**src/rtl/rsw_pkg.sv**
```systemverilog
package rsw_pkg;
  typedef enum logic {
    ROUTE_XY = 1'b0,
    ROUTE_YX = 1'b1
  } route_e;
endpackage

```
**src/rtl/rsw_lfsr.sv**
```systemverilog
module rsw_lfsr #(
  parameter int R_W = 16,
  parameter logic [R_W-1:0] SEED = 16'hACE1,
  parameter logic [R_W-1:0] TAPS = 16'hB400
) (
  input  logic           clk,
  input  logic           rst,
  input  logic           adv,
  output logic [R_W-1:0] value
);
  logic fb;
  assign fb = ^(value & TAPS);

  always_ff @(posedge clk) begin
    if (rst)      value <= SEED;
    else if (adv) value <= {value[R_W-2:0], fb};
  end
endmodule

```
**src/rtl/rsw_route_table.sv**
```systemverilog
module rsw_route_table
  import rsw_pkg::*;
#(
  parameter int ENTRIES = 8,
  parameter int D_W     = 3,
  parameter int N_W     = 15,
  parameter int TS_W    = 16,
  parameter int N_INIT  = 4
) (
  input  logic            clk,
  input  logic            rst,
  input  logic [TS_W-1:0] now,
  // port A: request side
  input  logic [D_W-1:0]  a_addr,
  output route_e          a_route,
  output logic            a_wait,
  output logic [N_W-1:0]  a_n,
  input  logic            a_switch_we,
  // port B: acknowledgement side
  input  logic [D_W-1:0]  b_addr,
  output logic            b_wait,
  output logic [TS_W-1:0] b_on_ts,
  output logic [TS_W-1:0] b_off_ts,
  input  logic            b_ack_we,
  // run-length write
  input  logic            n_we,
  input  logic [D_W-1:0]  n_addr,
  input  logic [N_W-1:0]  n_val
);
  route_e          route_q [ENTRIES];
  logic            wait_q  [ENTRIES];
  logic [N_W-1:0]  n_q     [ENTRIES];
  logic [TS_W-1:0] on_q    [ENTRIES];
  logic [TS_W-1:0] off_q   [ENTRIES];

  for (genvar i = 0; i < ENTRIES; i++) begin : g_entry
    logic hit_sw, hit_ack, hit_n;
    assign hit_sw  = a_switch_we && (a_addr == D_W'(i));
    assign hit_ack = b_ack_we    && (b_addr == D_W'(i));
    assign hit_n   = n_we        && (n_addr == D_W'(i));

    always_ff @(posedge clk) begin
      if (rst) begin
        route_q[i] <= ROUTE_XY;
        wait_q[i]  <= 1'b0;
        n_q[i]     <= N_W'(N_INIT);
        on_q[i]    <= '0;
        off_q[i]   <= '0;
      end else begin
        if (hit_sw) begin
          route_q[i] <= (route_q[i] == ROUTE_XY) ? ROUTE_YX : ROUTE_XY;
          wait_q[i]  <= 1'b1;
          off_q[i]   <= now;
        end else if (hit_ack) begin
          wait_q[i]  <= 1'b0;
          on_q[i]    <= now;
        end
        if (hit_n) n_q[i] <= n_val;
      end
    end
  end

  assign a_route  = route_q[a_addr];
  assign a_wait   = wait_q[a_addr];
  assign a_n      = n_q[a_addr];
  assign b_wait   = wait_q[b_addr];
  assign b_on_ts  = on_q[b_addr];
  assign b_off_ts = off_q[b_addr];
endmodule

```
**src/rtl/rsw_ack_gen.sv**
```systemverilog
module rsw_ack_gen #(
  parameter int NODE_W = 6
) (
  input  logic              clk,
  input  logic              rst,
  input  logic              head_valid,
  input  logic              switch_bit,
  input  logic [NODE_W-1:0] src,
  output logic              out_valid,
  output logic [NODE_W-1:0] out_dst
);
  always_ff @(posedge clk) begin
    if (rst) begin
      out_valid <= 1'b0;
      out_dst   <= '0;
    end else begin
      out_valid <= head_valid && switch_bit;
      out_dst   <= src;
    end
  end
endmodule

```
**src/rtl/rsw_inject_ctl.sv**
```systemverilog
module rsw_inject_ctl
  import rsw_pkg::*;
#(
  parameter int ENTRIES = 8,
  parameter int N_W     = 15,
  parameter int TS_W    = 16,
  parameter int NODE_W  = 6,
  parameter int R_W     = 16,
  parameter int N_INIT  = 4,
  parameter logic [R_W-1:0] LFSR_SEED = 16'hACE1,
  parameter logic [R_W-1:0] LFSR_TAPS = 16'hB400,
  localparam int D_W    = $clog2(ENTRIES),
  localparam int P_W    = R_W + N_W
) (
  input  logic              clk,
  input  logic              rst,
  input  logic [TS_W-1:0]   cycle,
  input  logic              req_valid,
  input  logic [D_W-1:0]    req_dest,
  input  logic              nset_valid,
  input  logic [D_W-1:0]    nset_dest,
  input  logic [N_W-1:0]    nset_n,
  input  logic              ack_valid,
  input  logic [D_W-1:0]    ack_dest,
  input  logic              rx_head_valid,
  input  logic              rx_switch,
  input  logic [NODE_W-1:0] rx_src,
  output logic              grant_valid,
  output logic [D_W-1:0]    grant_dest,
  output logic              grant_route,
  output logic              grant_switch,
  output logic              stall,
  output logic              upd_valid,
  output logic [D_W-1:0]    upd_dest,
  output logic [TS_W-1:0]   upd_on_time,
  output logic [TS_W-1:0]   upd_off_time,
  output logic              ack_err,
  output logic              ackreq_valid,
  output logic [NODE_W-1:0] ackreq_dst
);
  route_e          a_route;
  logic            a_wait, b_wait;
  logic [N_W-1:0]  a_n;
  logic [TS_W-1:0] b_on_ts, b_off_ts;
  logic [R_W-1:0]  rnd;
  logic [P_W-1:0]  prod;
  logic            grant_now, switch_now, ack_ok, ack_bad;

  // switch when r*N < 2^R_W, i.e. r/2^R_W < 1/N
  assign prod       = P_W'(rnd) * P_W'(a_n);
  assign grant_now  = req_valid && !a_wait;
  assign switch_now = grant_now && ~|prod[P_W-1:R_W];
  assign ack_ok     = ack_valid && b_wait;
  assign ack_bad    = ack_valid && !b_wait;

  rsw_lfsr #(.R_W(R_W), .SEED(LFSR_SEED), .TAPS(LFSR_TAPS)) u_lfsr (
    .clk   (clk),
    .rst   (rst),
    .adv   (grant_now),
    .value (rnd)
  );

  rsw_route_table #(
    .ENTRIES(ENTRIES), .D_W(D_W), .N_W(N_W), .TS_W(TS_W), .N_INIT(N_INIT)
  ) u_tbl (
    .clk         (clk),
    .rst         (rst),
    .now         (cycle),
    .a_addr      (req_dest),
    .a_route     (a_route),
    .a_wait      (a_wait),
    .a_n         (a_n),
    .a_switch_we (switch_now),
    .b_addr      (ack_dest),
    .b_wait      (b_wait),
    .b_on_ts     (b_on_ts),
    .b_off_ts    (b_off_ts),
    .b_ack_we    (ack_ok),
    .n_we        (nset_valid),
    .n_addr      (nset_dest),
    .n_val       (nset_n)
  );

  rsw_ack_gen #(.NODE_W(NODE_W)) u_ackgen (
    .clk        (clk),
    .rst        (rst),
    .head_valid (rx_head_valid),
    .switch_bit (rx_switch),
    .src        (rx_src),
    .out_valid  (ackreq_valid),
    .out_dst    (ackreq_dst)
  );

  always_ff @(posedge clk) begin
    if (rst) begin
      grant_valid  <= 1'b0;
      grant_dest   <= '0;
      grant_route  <= 1'b0;
      grant_switch <= 1'b0;
      stall        <= 1'b0;
      upd_valid    <= 1'b0;
      upd_dest     <= '0;
      upd_on_time  <= '0;
      upd_off_time <= '0;
      ack_err      <= 1'b0;
    end else begin
      grant_valid  <= grant_now;
      grant_dest   <= req_dest;
      grant_route  <= a_route;
      grant_switch <= switch_now;
      stall        <= req_valid && a_wait;
      upd_valid    <= ack_ok;
      upd_dest     <= ack_dest;
      upd_on_time  <= b_off_ts - b_on_ts;
      upd_off_time <= cycle - b_off_ts;
      if (ack_bad) ack_err <= 1'b1;
    end
  end
endmodule

```
**config.mk**
```make
export PLATFORM = sky130hd
export DESIGN_NAME = rsw_inject_ctl
export DESIGN_NICKNAME = d
export VERILOG_FILES = /design/src/rtl/rsw_pkg.sv /design/src/rtl/rsw_lfsr.sv /design/src/rtl/rsw_route_table.sv /design/src/rtl/rsw_ack_gen.sv /design/src/rtl/rsw_inject_ctl.sv
export SDC_FILE = /design/constraint.sdc
export NUM_CORES = 1
export LEC_CHECK = 0
export ABC_AREA = 1
export BUFFER_PORTS_ARGS = -buffer_cell sky130_fd_sc_hd__buf_2
export CAP_MARGIN = 10
export CELL_PAD_IN_SITES_DETAIL_PLACEMENT = 2
export CELL_PAD_IN_SITES_GLOBAL_PLACEMENT = 2
export CORE_ASPECT_RATIO = 1.25
export CORE_MARGIN = 2
export CORE_UTILIZATION = 35
export CTS_CLUSTER_DIAMETER = 60
export DETAILED_ROUTE_END_ITERATION = 6
export GPL_TIMING_DRIVEN = 0
export PLACE_DENSITY = 0.8
export SLEW_MARGIN = 25
export SYNTH_ARGS = -nofsm -noshare
export SYNTH_HDL_FRONTEND = slang
export SYNTH_SLANG_ARGS = --single-unit
```
**constraint.sdc**
```tcl
create_clock -name clk -period 10.4 [get_ports clk]
set_clock_uncertainty 0.15 [all_clocks]
set_input_delay 1.04 -clock clk [delete_from_list [all_inputs] [get_ports clk]]
set_output_delay 1.04 -clock clk [all_outputs]
set_load 0.02 [all_outputs]
```
Word level (Yosys, flattened, before mapping)

Memory sizes are Yosys's and may differ from the RTL's. A register that Yosys moved wholly into a read port is not among the register bits.
Cells that the tools add are included.

Flip-flop bits (word level): 66
Input bits: 53
Output and inout bits: 51
Logic and storage cells: 265
Memory bits (writable): 392
Memories: 5

Memory list:

| memory        | depth | bits a word | read ports | clocked after memory_dff | wr ports | RTL line              | source |
|---|---|---|---|---|---|---|---|
| u_tbl.off_q   | 8     | 16          | 1          | 0                        | 8        | rsw_route_table.sv:34 | `logic [TS_W-1:0] off_q [ENTRIES];` |
| u_tbl.on_q    | 8     | 16          | 1          | 0                        | 8        | rsw_route_table.sv:33 | `logic [TS_W-1:0] on_q [ENTRIES];` |
| u_tbl.n_q     | 8     | 15          | 1          | 0                        | 8        | rsw_route_table.sv:32 | `logic [N_W-1:0] n_q [ENTRIES];` |
| u_tbl.route_q | 8     | 1           | 9          | 1                        | 8        | rsw_route_table.sv:30 | `route_e route_q [ENTRIES];` |
| u_tbl.wait_q  | 8     | 1           | 2          | 0                        | 8        | rsw_route_table.sv:31 | `logic wait_q [ENTRIES];` |

Reduce and logical (&&, ||, !) cells: 38
Equal/unequal tests: 21
$mul: 1
Add/subtract/negate cells: 2
Bitwise gates (word level): 48
Muxes and demuxes: 138

Operators with widths:

| cell                                                 | number |
|---|---|
| two-way mux 16 bit                                   | 16 |
| two-way mux 15 bit                                   | 8 |
| two-way mux 1 bit                                    | 114 |
| OR 1 bit                                             | 48 |
| equality test 3 bit (second input constant)          | 12 |
| subtractor 16 bit                                    | 2 |
| multiplier 16 x 15 -> 31 bit                         | 1 |
| logical AND 1 bit                                    | 30 |
| equality test 3 x 2 -> 1 bit (second input constant) | 6 |
| parity 16 bit                                        | 1 |
| OR reduction 15 bit                                  | 1 |
| equality test 3 x 1 -> 1 bit (second input constant) | 3 |
| zero test 3 bit                                      | 3 |
| zero test 1 bit                                      | 3 |

Depth between registers and ports, before layout

An unclocked memory read counts as a cell.

Depth after elaboration: 11
Mapped depth: 42
Gate-level depth less buffers: 37

Modules after synthesis

A second synthesis with hierarchy kept.

Cells, all modules: 3789
Area total of the unflattened synthesis: 30915.9 sq um

By module, submodules not included:

| module          | area each (sq um) | cells an instance | sequential area each (sq um) | times used |
|---|---|---|---|---|
| rsw_route_table | 19028.2           | 2112              | 11771.3                      | 1 |
| rsw_inject_ctl  | 11061.9           | 1574              | 880.8                        | 1 |
| rsw_lfsr        | 633.1             | 82                | 320.3                        | 1 |
| rsw_ack_gen     | 192.7             | 21                | 140.1                        | 1 |

Least setup slack after synthesis

Ideal clock, no wire load.

Path kind: input -> register
Start point: input port req_dest[0]
End point: memory u_tbl.off_q[3][0], enable pin
Path slack: 1.943 ns
Path buffers: 4
Arrival: 7.934 ns
Setup time: 0.374 ns
Required time: 9.876 ns
Cell stages on the path: 35
Path through: buf_4 > nor2_1 > clkbuf_1 > a22oi_1 > nand3_1 > nand2_1 > inv_1 > clkbuf_1 > nand2_1 > fa_1 > inv_1 > fa_1 > fa_1 > fa_1 > fa_1 > inv_1 > fa_1 > inv_1 > ha_1 > a21oi_1 > o21ai_0 > a21oi_1 > nor2_1 > nor2_1 > o21ai_0 > a21oi_1 > nand2_1 > nand2_1 > nand2_1 > nor2_1 > nand2_1 > nor2_4 > buf_8 > nand3_1 > nand2_1

RTL lines:

| element            | RTL line              | source |
|---|---|---|
| start: declaration | rsw_inject_ctl.sv:19  | `input logic [D_W-1:0] req_dest,` |
| end: declaration   | rsw_route_table.sv:34 |  |

==> metrics.txt <==
result of the run completed; via count 22747; Clk pwr share 15.1%; Peak Freq 100 MHz; RR Startpoint u_tbl.n_q[3][3]; placed instance area roughly 0.030 sq mm; predominant post-synthesis flop cell sky130_fd_sc_hd__edfxtp_1; half-perimeter wire length after placement 84.3 mm; final setup violating endpoints 0; post-detailed-route via-to-cell ratio 5.51; warning count from the yosys run 0; setup fix buffers added after clock tree synthesis 0; most frequent cells after synthesis sky130_fd_sc_hd__nor2_1, sky130_fd_sc_hd__nand2_1, sky130_fd_sc_hd__edfxtp_1; Buffers & Inverters on Critical Path 8; Reg2Reg Depth 30; async set or reset register ratio after synthesis 0%; effective utilization at floorplan roughly a third; last weighted congestion value of the routability-driven placer 0.891; number of DRC violations after detailed-routing iteration 0 approximately 1700; switching pwr 0.00626 W; FF+latch count, synth 459; worst setup path endpoint u_tbl.off_q[0][13]; max_slew headroom about a quarter; category of the critical setup timing path input port to register; area of the multi-input gates approximately 0.013 sq mm; design internal power approximately 0.0058 W; sinks on the clock net 459; number of logic stages on the critical path including buffering 35; routed metal-1 wire length 40.1 mm; routed wire length on met3 5.94 mm; clock-pin slew on the worst setup and hold paths 0.07 ns; die extent in y 319 microns; cell type contributing the most total cell area after synthesis sky130_fd_sc_hd__edfxtp_1; slew at the pin closest to its max-slew limit 1.12 ns; per-instance average area after synthesis 9.67 sq um; net switching share of the total power between 50% and 60%; number of iterations in the first detailed-routing pass 5; final routed wire length divided by cell count 26.8 microns; area fraction of the dominant cell type after synthesis ~42%; crit start category input port; global-route usage over all layers a little over a quarter; via count of the first global-routing pass 26105; summed instance area of the synthesized netlist 0.0278 sq mm; fill cell total of the finished layout 8495; site row count 115; part of the power in combinational logic approximately two thirds; number of remaining DRC errors 0; total of hold buffers inserted after clock tree synthesis 0; classification of the worst-slack hold path register to register; CP required about 11 ns; area of all sequential standard cells 0.0131 sq mm; count of nets left with antenna violations after detail routing 0; Finished Core Util 39.9%; biggest fanout along the worst timing path 10; Die Outline Area 0.0817 sq mm; Worst Setup End Kind register; Reg2Reg Capture Point u_tbl.off_q[0][13]; number of max-capacitance violations reported 0; time the final worst path needs with I/O delays and setup approximately 10 ns; IO Port Bufs 100; io pins 104; clock tree from TritonCTS yes; reported leakage power ~14 nW; finished layout cell area 0.0314 sq mm; number of synthesized flops with an enable pin 392; root buffer selected by CTS sky130_fd_sc_hd__clkbuf_16; maximum number of buffers from clock root to sink 3; max-slew violation count 0; core box area 0.0787 sq mm; met2 WL 57.5 mm; TritonCTS buffer count 49; cell with the largest stage delay on the worst path sky130_fd_sc_hd__fa_1; clock latency on the worst-skew pair 0.64 ns; number of antenna violations at the first check in global routing 6; growth of design area from synthesis to finish 13.0%; maximum VDD drop ~420 uV; share of final-layout standard cells stronger than drive strength 1 ~8.7%; maximum level of the CTS H-tree 2; die span in x between 200 and 300 microns; global route overflow 0; P per Cell Area a little under 400 mW/mm^2; hold violation count in the final report 0; top sig layer met5; first-pass GRT wire length 164 mm; sequential cell fraction of total power 17.8%; critical path's top delay family adder cells; total nets after synthesis 3233; largest net degree at the start of global routing 18; sequential area share after synthesis between 40% and 50%; Mapped Cells 2877; slowest stage delay, CP 0.58 ns; Yosys cell types 50; setup slack of the worst register-to-register path 1.51 ns; detailed-route wire length 111 mm; most common cell in the synthesized netlist sky130_fd_sc_hd__nor2_1; portion of the clock cycle consumed by the worst path in the final layout between 90 and 100%; leading cell types by total area after synthesis sky130_fd_sc_hd__edfxtp_1, sky130_fd_sc_hd__fa_1, sky130_fd_sc_hd__nor2_1; arrival time worst endpoint 10.27 ns; Worst Setup SP req_dest[0]; number of nets in the finished design 3389
-- worst min-delay path by stage --
stage | cells after the start | from | end | slack [ns]
5_1_grt | 2 | ack_err | ack_err | 0.38
4_1_cts | 2 | ack_err | ack_err | 0.35
2_1_floorplan | 2 | u_lfsr.value[11] | u_lfsr.value[11] | 0.37
3_3_place_gp | 2 | ack_err | ack_err | 0.31
6_report | 2 | ack_err | ack_err | 0.33
3_5_place_dp | 2 | ack_err | ack_err | 0.32
-- placed cells by master, fill, tap and decap left out, types with 17 or more instances in the layout --
cell | synthesis | layout
sky130_fd_sc_hd__ha_1 | 122 | 122
sky130_fd_sc_hd__fa_1 | 181 | 181
sky130_fd_sc_hd__edfxtp_1 | 392 | 392
sky130_fd_sc_hd__nand2_1 | 409 | 401
sky130_fd_sc_hd__inv_1 | 362 | 362
sky130_fd_sc_hd__nor2_1 | 601 | 597
sky130_fd_sc_hd__a21oi_1 | 101 | 101
sky130_fd_sc_hd__nand3_1 | 93 | 93
sky130_fd_sc_hd__clkbuf_16 | 0 | 49
sky130_fd_sc_hd__o21ai_0 | 86 | 83
sky130_fd_sc_hd__nand4_1 | 24 | 24
sky130_fd_sc_hd__buf_2 | 1 | 101
sky130_fd_sc_hd__clkinv_1 | 6 | 17
sky130_fd_sc_hd__nor2_2 | 18 | 22
sky130_fd_sc_hd__clkbuf_1 | 113 | 113
sky130_fd_sc_hd__a22oi_1 | 128 | 128
sky130_fd_sc_hd__dfxtp_1 | 67 | 67
-- power groups by stage --
| stage | clock (W) | sequential (W) | combinational [W] |
|---|---|---|---|
| 5_1_grt | 0.00189 | 0.00215 | 0.00923 |
| 3_3_place_gp | 0 | 0.00217 | 0.00773 |
| 4_1_cts | 0.00183 | 0.00214 | 0.00815 |
| 6_report | 0.00182 | 0.00214 | 0.00811 |
| 3_5_place_dp | 0 | 0.00218 | 0.00807 |
| 2_1_floorplan | 0 | 0.00219 | 0.00548 |
-- kinds of logic (layout without fill, tap and decap cells) --
family / after synthesis / count (layout) / share of synthesized area (%)
simple gates: 1188 / 1188 / 17.6
compound gates: 401 / 401 / 9.23
fa+ha+maj: 303 / 303 / 18.5
xor+xnor: 8 / 8 / 0.252
buf+inv: 518 / 714 / 7.24
other cells: 0 / 2 / 0
flops: 459 / 459 / 47.2
-- final cells by class --
cell class                 count  share of cell area (%)
inverter                     380                    4.54
multi-input combinational   1900                    40.7
antenna                        2                  0.0159
sequential                   459                    41.7
clock buffer                  58                    4.04
clock inverter                33                    1.09
tap                         1053                    4.19
timing repair buffer         107                    1.84
buffer                       136                    1.89
-- through the flow --
step	std cells	TNS [ns]	total power, W	setup WS (ns)	hold slack [ns]
floorplan	2877	0	0.00767	1.94	0.367
global placement	4030	-69.98	0.00991	-0.614	0.314
detailed placement	4037	-127.63	0.0103	-0.935	0.317
CTS	4128	0	0.0121	0.0736	0.346
global route	4128	-0.00699	0.0133	-0.00699	0.378
finish	4128	0	0.0121	0.446	0.327
-- what timing repair did --
action / CTS / global route
endpoints found under the setup margin: 136 / 285
hold endpoints to repair: 0 / 0
gates resized for setup: 10 / 16
-- metal layers --
layer / track usage (%) / vias up
li1: - / 9840
met1: 29.6 / 11774
met4: 16.3 / 2
met2: 49.3 / 824
met5: 0 / -
met3: 3.64 / 307
-- sequential cells by signal, summed over array words and instances, names as in the netlist --
| name | cells |
|---|---|
| grant_switch | 1 |
| u_tbl.off_q | 128 |
| grant_dest | 3 |
| upd_valid | 1 |
| stall | 1 |
| grant_route | 1 |
| u_tbl.route_q | 8 |
| upd_dest | 3 |
| upd_on_time | 16 |
| u_tbl.on_q | 128 |
| u_tbl.n_q | 120 |
| grant_valid | 1 |
| u_lfsr.value | 16 |
| ack_err | 1 |
| u_ackgen.out_valid | 1 |
| upd_off_time | 16 |
| u_ackgen.out_dst | 6 |
| u_tbl.wait_q | 8 |
-- worst register-to-register path: cells and delay by family (launching register included) --
family                     cells  cell delay [ns]
adders and majority gates      7             3.36
DFF                            1             0.39
AOI/OAI and AO/OA              6             1.43
and+or+nand+nor               11             2.18
buffers and inverters          6             1.21
Power figures use the tool's default switching activity.
